--- config.mk ---
export PLATFORM = sky130hd
export DESIGN_NAME = tri_core
export DESIGN_NICKNAME = d
export VERILOG_FILES = /design/src/rtl/tri_core_pkg.sv /design/src/rtl/tri_alu.sv /design/src/rtl/tri_dpath.sv /design/src/rtl/tri_ctrl.sv /design/src/rtl/tri_core.sv
export SDC_FILE = /design/constraint.sdc
export NUM_CORES = 2
export LEC_CHECK = 0
export BUFFER_PORTS_ARGS = -buffer_cell sky130_fd_sc_hd__buf_2
export CAP_MARGIN = 20
export CORE_UTILIZATION = 44
export DETAILED_ROUTE_END_ITERATION = 10
export HOLD_SLACK_MARGIN = 0.08
export PLACE_DENSITY = 0.6
export SETUP_SLACK_MARGIN = 0.3
export SYNTH_ARGS = -nofsm -noshare
export SYNTH_HDL_FRONTEND = slang
export SYNTH_SLANG_ARGS = --single-unit
--- constraint.sdc ---
create_clock -name clk -period 7.3 [get_ports clk]
set_input_delay 0.365 -clock clk [delete_from_list [all_inputs] [get_ports clk]]
set_output_delay 0.365 -clock clk [all_outputs]
set_load 0.005 [all_outputs]
--- src/rtl/tri_core_pkg.sv ---
package tri_core_pkg;

  typedef enum logic [3:0] {
    ALU_ADD  = 4'd0,
    ALU_SUB  = 4'd1,
    ALU_ANDN = 4'd2,
    ALU_RSUB = 4'd3,
    ALU_AND  = 4'd4,
    ALU_OR   = 4'd5,
    ALU_NOR  = 4'd6,
    ALU_XOR  = 4'd7,
    ALU_HI16 = 4'd8,
    ALU_MID8 = 4'd9,
    ALU_ROR  = 4'd10,
    ALU_SHL  = 4'd11,
    ALU_SAR  = 4'd12,
    ALU_SHR  = 4'd13
  } aluOp_e;

  // Strobes from control to datapath for the instruction in execution
  typedef struct packed {
    logic       wrEn;
    logic       useImm;
    aluOp_e     aluOp;
    logic [7:0] dstSel;
    logic [7:0] srcASel;
    logic [7:0] srcBSel;
    logic [7:0] imm;
  } dpStrobe_t;

  localparam logic [7:0] OP_LDHI16 = 8'h40;
  localparam logic [7:0] OP_ROR    = 8'h44;
  localparam logic [7:0] OP_SHL    = 8'h45;
  localparam logic [7:0] OP_SAR    = 8'h46;
  localparam logic [7:0] OP_SHR    = 8'h47;
  localparam logic [7:0] OP_LDMID8 = 8'h4B;
  localparam logic [7:0] OP_BR_LO  = 8'h60;
  localparam logic [7:0] OP_BR_HI  = 8'h65;
  localparam logic [7:0] OP_JABS   = 8'h6C;
  localparam logic [7:0] OP_JREG   = 8'h6F;

endpackage

--- src/rtl/tri_alu.sv ---
module tri_alu
  import tri_core_pkg::*;
(
  input  aluOp_e      op,
  input  logic [31:0] a,
  input  logic [31:0] b,
  output logic [31:0] y
);

  logic [4:0] shAmt;
  assign shAmt = b[4:0];

  always_comb begin
    unique case (op)
      ALU_ADD:  y = a + b;
      ALU_SUB:  y = a - b;
      ALU_ANDN: y = a & ~b;
      ALU_RSUB: y = b - a;
      ALU_AND:  y = a & b;
      ALU_OR:   y = a | b;
      ALU_NOR:  y = ~(a | b);
      ALU_XOR:  y = a ^ b;
      ALU_HI16: y = {8'h00, b[7:0], a[15:0]};
      ALU_MID8: y = {16'h0000, b[7:0], a[7:0]};
      ALU_ROR:  y = 32'({a, a} >> shAmt);
      ALU_SHL:  y = a << shAmt;
      ALU_SAR:  y = 32'($signed(a) >>> shAmt);
      ALU_SHR:  y = a >> shAmt;
      default:  y = a;
    endcase
  end

endmodule

--- src/rtl/tri_dpath.sv ---
module tri_dpath
  import tri_core_pkg::*;
#(
  parameter int NUM_REGS = 16,
  localparam int IDX_W = $clog2(NUM_REGS)
) (
  input  logic             clk,
  input  logic             rstN,
  input  logic             halt,
  input  dpStrobe_t        strb,
  input  logic [IDX_W-1:0] dbgSel,
  output logic [31:0]      dbgData,
  output logic [31:0]      srcBVal
);

  logic [NUM_REGS-1:0][31:0] regQ;
  logic [31:0] srcAVal, opB, aluRes;

  function automatic logic [31:0] readReg(input logic [NUM_REGS-1:0][31:0] rf,
                                          input logic [7:0] sel);
    logic [31:0] v;
    v = '0;
    for (int i = 0; i < NUM_REGS; i++)
      if (sel == 8'(i)) v = rf[i];
    return v;
  endfunction

  assign srcAVal = readReg(regQ, strb.srcASel);
  assign srcBVal = readReg(regQ, strb.srcBSel);
  assign opB     = strb.useImm ? {24'h0, strb.imm} : srcBVal;
  assign dbgData = regQ[dbgSel];

  tri_alu uAlu (
    .op (strb.aluOp),
    .a  (srcAVal),
    .b  (opB),
    .y  (aluRes)
  );

  always_ff @(posedge clk) begin
    if (!rstN) begin
      regQ <= '0;
    end else if (!halt && strb.wrEn) begin
      for (int i = 0; i < NUM_REGS; i++)
        if (strb.dstSel == 8'(i)) regQ[i] <= aluRes;
    end
  end

  AST_HALT_HOLDS_REGS: assert property (@(posedge clk) disable iff (!rstN)
    halt |=> $stable(regQ));

  AST_WRITE_LANDS: assert property (@(posedge clk) disable iff (!rstN)
    (!halt && strb.wrEn && strb.dstSel < 8'(NUM_REGS))
      |=> regQ[$past(strb.dstSel[IDX_W-1:0])] == $past(aluRes));

  AST_NO_WRITE_WITHOUT_STROBE: assert property (@(posedge clk) disable iff (!rstN)
    !strb.wrEn |=> $stable(regQ));

endmodule

--- src/rtl/tri_ctrl.sv ---
module tri_ctrl
  import tri_core_pkg::*;
#(
  parameter int PC_W = 16
) (
  input  logic            clk,
  input  logic            rstN,
  input  logic            halt,
  input  logic [31:0]     instr,
  input  logic [31:0]     srcBVal,
  output logic [PC_W-1:0] pcOut,
  output dpStrobe_t       strb
);

  logic [PC_W-1:0] pcQ, tgtQ, seqPc, brTgt, absTgt, regTgt, redirTgt;
  logic            slotQ;
  logic [7:0]      op;
  logic [31:0]     dispBytes;
  logic [31:0]     absBytes;
  logic            isCond, condMet, redirReq, valZero, valNeg;

  assign op        = instr[31:24];
  assign valZero   = (srcBVal == 32'h0);
  assign valNeg    = srcBVal[31];
  assign dispBytes = {{14{instr[23]}}, instr[23:8], 2'b00};
  assign absBytes  = {6'h00, instr[23:0], 2'b00};
  assign seqPc     = pcQ + PC_W'(4);
  assign brTgt     = seqPc + dispBytes[PC_W-1:0];
  assign absTgt    = absBytes[PC_W-1:0];
  assign regTgt    = {srcBVal[PC_W-1:2], 2'b00};
  assign pcOut     = pcQ;

  // Field decode into datapath strobes
  always_comb begin
    strb.wrEn    = 1'b0;
    strb.useImm  = 1'b1;
    strb.aluOp   = ALU_ADD;
    strb.dstSel  = instr[23:16];
    strb.srcASel = instr[15:8];
    strb.srcBSel = instr[7:0];
    strb.imm     = instr[7:0];
    if (op[7:3] == 5'b00000) begin
      strb.wrEn  = 1'b1;
      strb.aluOp = aluOp_e'({1'b0, op[2:0]});
    end else if (op[7:3] == 5'b00010) begin
      strb.wrEn   = 1'b1;
      strb.useImm = 1'b0;
      strb.aluOp  = aluOp_e'({1'b0, op[2:0]});
    end else begin
      unique case (op)
        OP_LDHI16: begin strb.wrEn = 1'b1; strb.aluOp = ALU_HI16; end
        OP_LDMID8: begin strb.wrEn = 1'b1; strb.aluOp = ALU_MID8; end
        OP_ROR:    begin strb.wrEn = 1'b1; strb.aluOp = ALU_ROR;  end
        OP_SHL:    begin strb.wrEn = 1'b1; strb.aluOp = ALU_SHL;  end
        OP_SAR:    begin strb.wrEn = 1'b1; strb.aluOp = ALU_SAR;  end
        OP_SHR:    begin strb.wrEn = 1'b1; strb.aluOp = ALU_SHR;  end
        default:   ;
      endcase
    end
  end

  // Branch condition and redirect selection
  always_comb begin
    isCond = (op >= OP_BR_LO) && (op <= OP_BR_HI);
    unique case (op[2:0])
      3'd0:    condMet = valZero;
      3'd1:    condMet = !valZero;
      3'd2:    condMet = valNeg;
      3'd3:    condMet = !valNeg;
      3'd4:    condMet = !valNeg && !valZero;
      default: condMet = valNeg || valZero;
    endcase
    redirReq = (isCond && condMet) || (op == OP_JABS) || (op == OP_JREG);
    if (op == OP_JABS)      redirTgt = absTgt;
    else if (op == OP_JREG) redirTgt = regTgt;
    else                    redirTgt = brTgt;
  end

  // The slot flag gives the pending target priority, so a control
  // transfer decoded inside a delay slot is dropped.
  always_ff @(posedge clk) begin
    if (!rstN) begin
      pcQ   <= '0;
      tgtQ  <= '0;
      slotQ <= 1'b0;
    end else if (!halt) begin
      if (slotQ) begin
        pcQ   <= tgtQ;
        slotQ <= 1'b0;
      end else if (redirReq) begin
        pcQ   <= seqPc;
        tgtQ  <= redirTgt;
        slotQ <= 1'b1;
      end else begin
        pcQ   <= seqPc;
      end
    end
  end

  AST_HALT_HOLDS_PC: assert property (@(posedge clk) disable iff (!rstN)
    halt |=> $stable(pcQ));

  AST_SLOT_IS_SEQUENTIAL: assert property (@(posedge clk) disable iff (!rstN)
    (!halt && !slotQ && redirReq) |=> (pcQ == $past(pcQ) + PC_W'(4)));

  AST_SLOT_THEN_TARGET: assert property (@(posedge clk) disable iff (!rstN)
    (!halt && slotQ) |=> (pcQ == $past(tgtQ) && !slotQ));

  AST_PC_WORD_ALIGNED: assert property (@(posedge clk) disable iff (!rstN)
    1'b1 |=> (imemAlignedOk(pcQ)));

  function automatic logic imemAlignedOk(input logic [PC_W-1:0] p);
    return p[1:0] == 2'b00;
  endfunction

endmodule

--- src/rtl/tri_core.sv ---
module tri_core
  import tri_core_pkg::*;
#(
  parameter int PC_W     = 16,
  parameter int NUM_REGS = 16
) (
  input  logic                        clk,
  input  logic                        rstN,
  input  logic                        halt,
  output logic [PC_W-1:0]             imemAddr,
  input  logic [31:0]                 imemData,
  input  logic [$clog2(NUM_REGS)-1:0] dbgSel,
  output logic [31:0]                 dbgData
);

  dpStrobe_t   strb;
  logic [31:0] srcBVal;

  tri_ctrl #(.PC_W(PC_W)) uCtrl (
    .clk     (clk),
    .rstN    (rstN),
    .halt    (halt),
    .instr   (imemData),
    .srcBVal (srcBVal),
    .pcOut   (imemAddr),
    .strb    (strb)
  );

  tri_dpath #(.NUM_REGS(NUM_REGS)) uDpath (
    .clk     (clk),
    .rstN    (rstN),
    .halt    (halt),
    .strb    (strb),
    .dbgSel  (dbgSel),
    .dbgData (dbgData),
    .srcBVal (srcBVal)
  );

endmodule

==> impl_metrics.json <==
{
  "wl_per_cell_um": 39.04,
  "power_density_nw_per_um2": 167.5,
  "nFillCells": 10200,
  "status": "finished clean",
  "reg2reg_depth": 25,
  "slew_headroom_pct": 13.17,
  "period_share_pct": 95.12,
  "slew_violations": 0,
  "routed_wirelength_um": 282100,
  "drv_cap": 0,
  "synthArstFlopShare_pct": 0,
  "rows": 119,
  "clock-root-buffer": "clkbuf_16",
  "place_congestion": 1.107,
  "grt_start_max_net_pins": 232,
  "synth_cell_types": 126,
  "period_minus_slack_ns": 6.944,
  "r2r-start": "uDpath.regQ[40]",
  "synthMostInstantiatedCell": "o21ai_0",
  "die_h_um": 327.5,
  "vias": 53520,
  "vias_per_cell": 7.406,
  "hold_depth": 3,
  "syn2layout_area_growth_pct": 15.38,
  "end_kind": "register",
  "clock_latency_ns": 0.70,
  "grt_pass1_wl_um": 391000,
  "antenna_found_initial": 20,
  "rsz0062_at_grt": "no",
  "initial_core_util_pct": 44.36,
  "postSynthCellCount": 5595,
  "setup_viol": 0,
  "io_pins": 87,
  "r2r_setup_slack_ns": 0.64,
  "grt_usage_pct": 51.01,
  "portBuffers": 86,
  "ys.flop_type": "dfxtp_1",
  "hold_end": "uDpath.regQ[204]",
  "hold_path_class": "in -> reg",
  "firstDrtPassIters": 8,
  "die-area_um2": 107300,
  "utilization_pct": 51.18,
  "syn-num-nets": 5748,
  "ctsHoldBuffers": 0,
  "hold_viol_final": 0,
  "yosysSeqAreaShare_pct": 23.40,
  "crit_type": "in -> reg",
  "dp_hpwl_um": 204600,
  "tns_ns": 0,
  "cp.arrival_ns": 7.44,
  "cts_buffer_depth": 3,
  "cts_tree": "built",
  "skew_ns": 0.04290,
  "htree_levels": 2,
  "die_x_um": 327.5,
  "peakVddDrop_uv": 214.5,
  "total_leakage_power_uw": 0.02039,
  "drc_errors": 0,
  "synth_enable_flop_cells": 0,
  "core_area_um2": 105100,
  "regToRegEndpoint": "uDpath.regQ[447]",
  "overflow": 0,
  "nets": 5932,
  "synthTopCellsByCount": "o21ai_0, a21oi_1, dfxtp_1",
  "netlist_area_um2": 46630,
  "crit_fanout": 20,
  "required_ns": 7.80,
  "ant_nets": 0,
  "drtIter0Drc": 8410,
  "drive_gt1_share_pct": 22.60,
  "cts.sinks": 545,
  "cp-start-kind": "input pin",
  "cts_buffers": 59,
  "worst_pin_slew_ns": 1.303,
  "clk_pin_slew_ns": 0.06,
  "synth-seq-cells": 545,
  "synthTopCellsByArea": "dfxtp_1, mux4_2, o21ai_0",
  "hold_start": "imemData[17]",
  "grt_pass1_vias": 49230,
  "avgSynthCellArea_um2": 8.334,
  "yosysTopAreaCell": "dfxtp_1",
  "fmaxAchievable_mhz": 144.0,
  "yosysTopAreaCellShare_pct": 23.40,
  "yosys_warnings": 0
}
==> metrics by stage <==
stage	setup slack (ns)	power [uW]	instances	area, um2	hold WS, ns
floorplan	0.8487	4322	5595	46630	0.4356
global placement	-0.02830	5428	7106	51530	0.4522
detailed placement	-0.08675	5415	7106	51530	0.4509
CTS	0.5559	8866	7215	53750	0.1230
global route	0.3501	9120	7218	53780	0.1762
finish	0.3562	9012	7227	53800	0.1414
==> sequential cells by signal, summed over array words and instances (netlist names) <==
signal,count
uCtrl.tgtQ,16
uDpath.regQ,512
uCtrl.slotQ,1
uCtrl.pcOut,16
==> worst max-delay path: stages <==
cell       delay (ns)
buf_2            0.13
or4_2            0.73
buf_12           0.21
buf_4            0.19
a2111oi_0        0.48
o21ai_0          0.14
o211a_1          0.16
nor2_1           0.52
nand2_1          0.32
nor4_2           0.32
buf_4            0.17
a21oi_1          0.08
xnor2_1          0.26
ha_1             0.29
buf_4            0.15
nand2_1          0.06
o21ai_0          0.13
a211o_1          0.33
nor4_1           0.30
a21oi_1          0.18
a221o_1          0.42
a31oi_1          0.34
o21ai_0          0.14
a21oi_1          0.27
xnor2_1          0.13
a211oi_2         0.31
buf_12           0.19
a21oi_1          0.07
==> cells by family after synthesis <==
kind of cell,count (synthesis),synth area share (%)
buffers and inverters,686,6.974
xor gates and xnor gates,102,1.916
muxes,556,18.51
adders and majority gates,114,3.107
DFF,545,23.40
AOI/OAI and AO/OA,2282,32.08
and+or+nand+nor,1310,14.02
==> worst max-delay path by stage <==
| stage | slack [ns] | endpoint | from |
|---|---|---|---|
| final | 0.36 | uDpath.regQ[447] | imemData[13] |
| after global routing | 0.35 | uDpath.regQ[127] | imemData[13] |
| after CTS | 0.56 | uDpath.regQ[447] | imemData[11] |
| after detailed placement | -0.09 | uDpath.regQ[127] | imemData[11] |
| after global placement | -0.03 | uDpath.regQ[383] | imemData[11] |
| after floorplan | 0.85 | uDpath.regQ[287] | imemData[13] |
==> layout by cell type, fill, tap and decap left out, drive strengths merged, types with 84 or more instances in the layout <==
master / n
dfxtp: 545
nor2: 415
nand3: 114
mux4: 236
a31oi: 111
mux2i: 235
a21oi: 582
buf: 693
inv: 111
nand2b: 84
ha: 111
nand2: 258
o21ai: 654
o22ai: 105
nor3: 110
a211oi: 166
mux2: 85
==> per-layer routing <==
metal	track usage, %	routed length [um]
met1	61.20	100500
met2	74.22	116900
met3	15.12	34480
met4	44.12	30000
met5	0.9760	200
==> repair_timing <==
| action | in CTS | in global routing |
|---|---|---|
| buffers inserted | 0 | 0 |
| setup endpoints to repair | 0 | 84 |
| gates resized for setup | 0 | 2 |
==> power by group <==
part           total, uW  switching, uW  internal [uW]
clock               3520           1440           2080
combinational       2520           1670            844
sequential          2980           3.40           2980
total               9010           3110           5900
==> layout make-up <==
type                       instances  area [um2]  area share (%)
multi-input combinational       4364       32650           60.69
antenna                            9       22.52         0.04186
timing repair buffer             694        5817           10.81
sequential                       545       10910           20.28
inverter                         115       439.2          0.8163
clock inverter                    30       535.5          0.9954
tap                             1391        1740           3.235
clock buffer                      79        1682           3.126
Note: power is estimated with default switching activity, not from simulation.
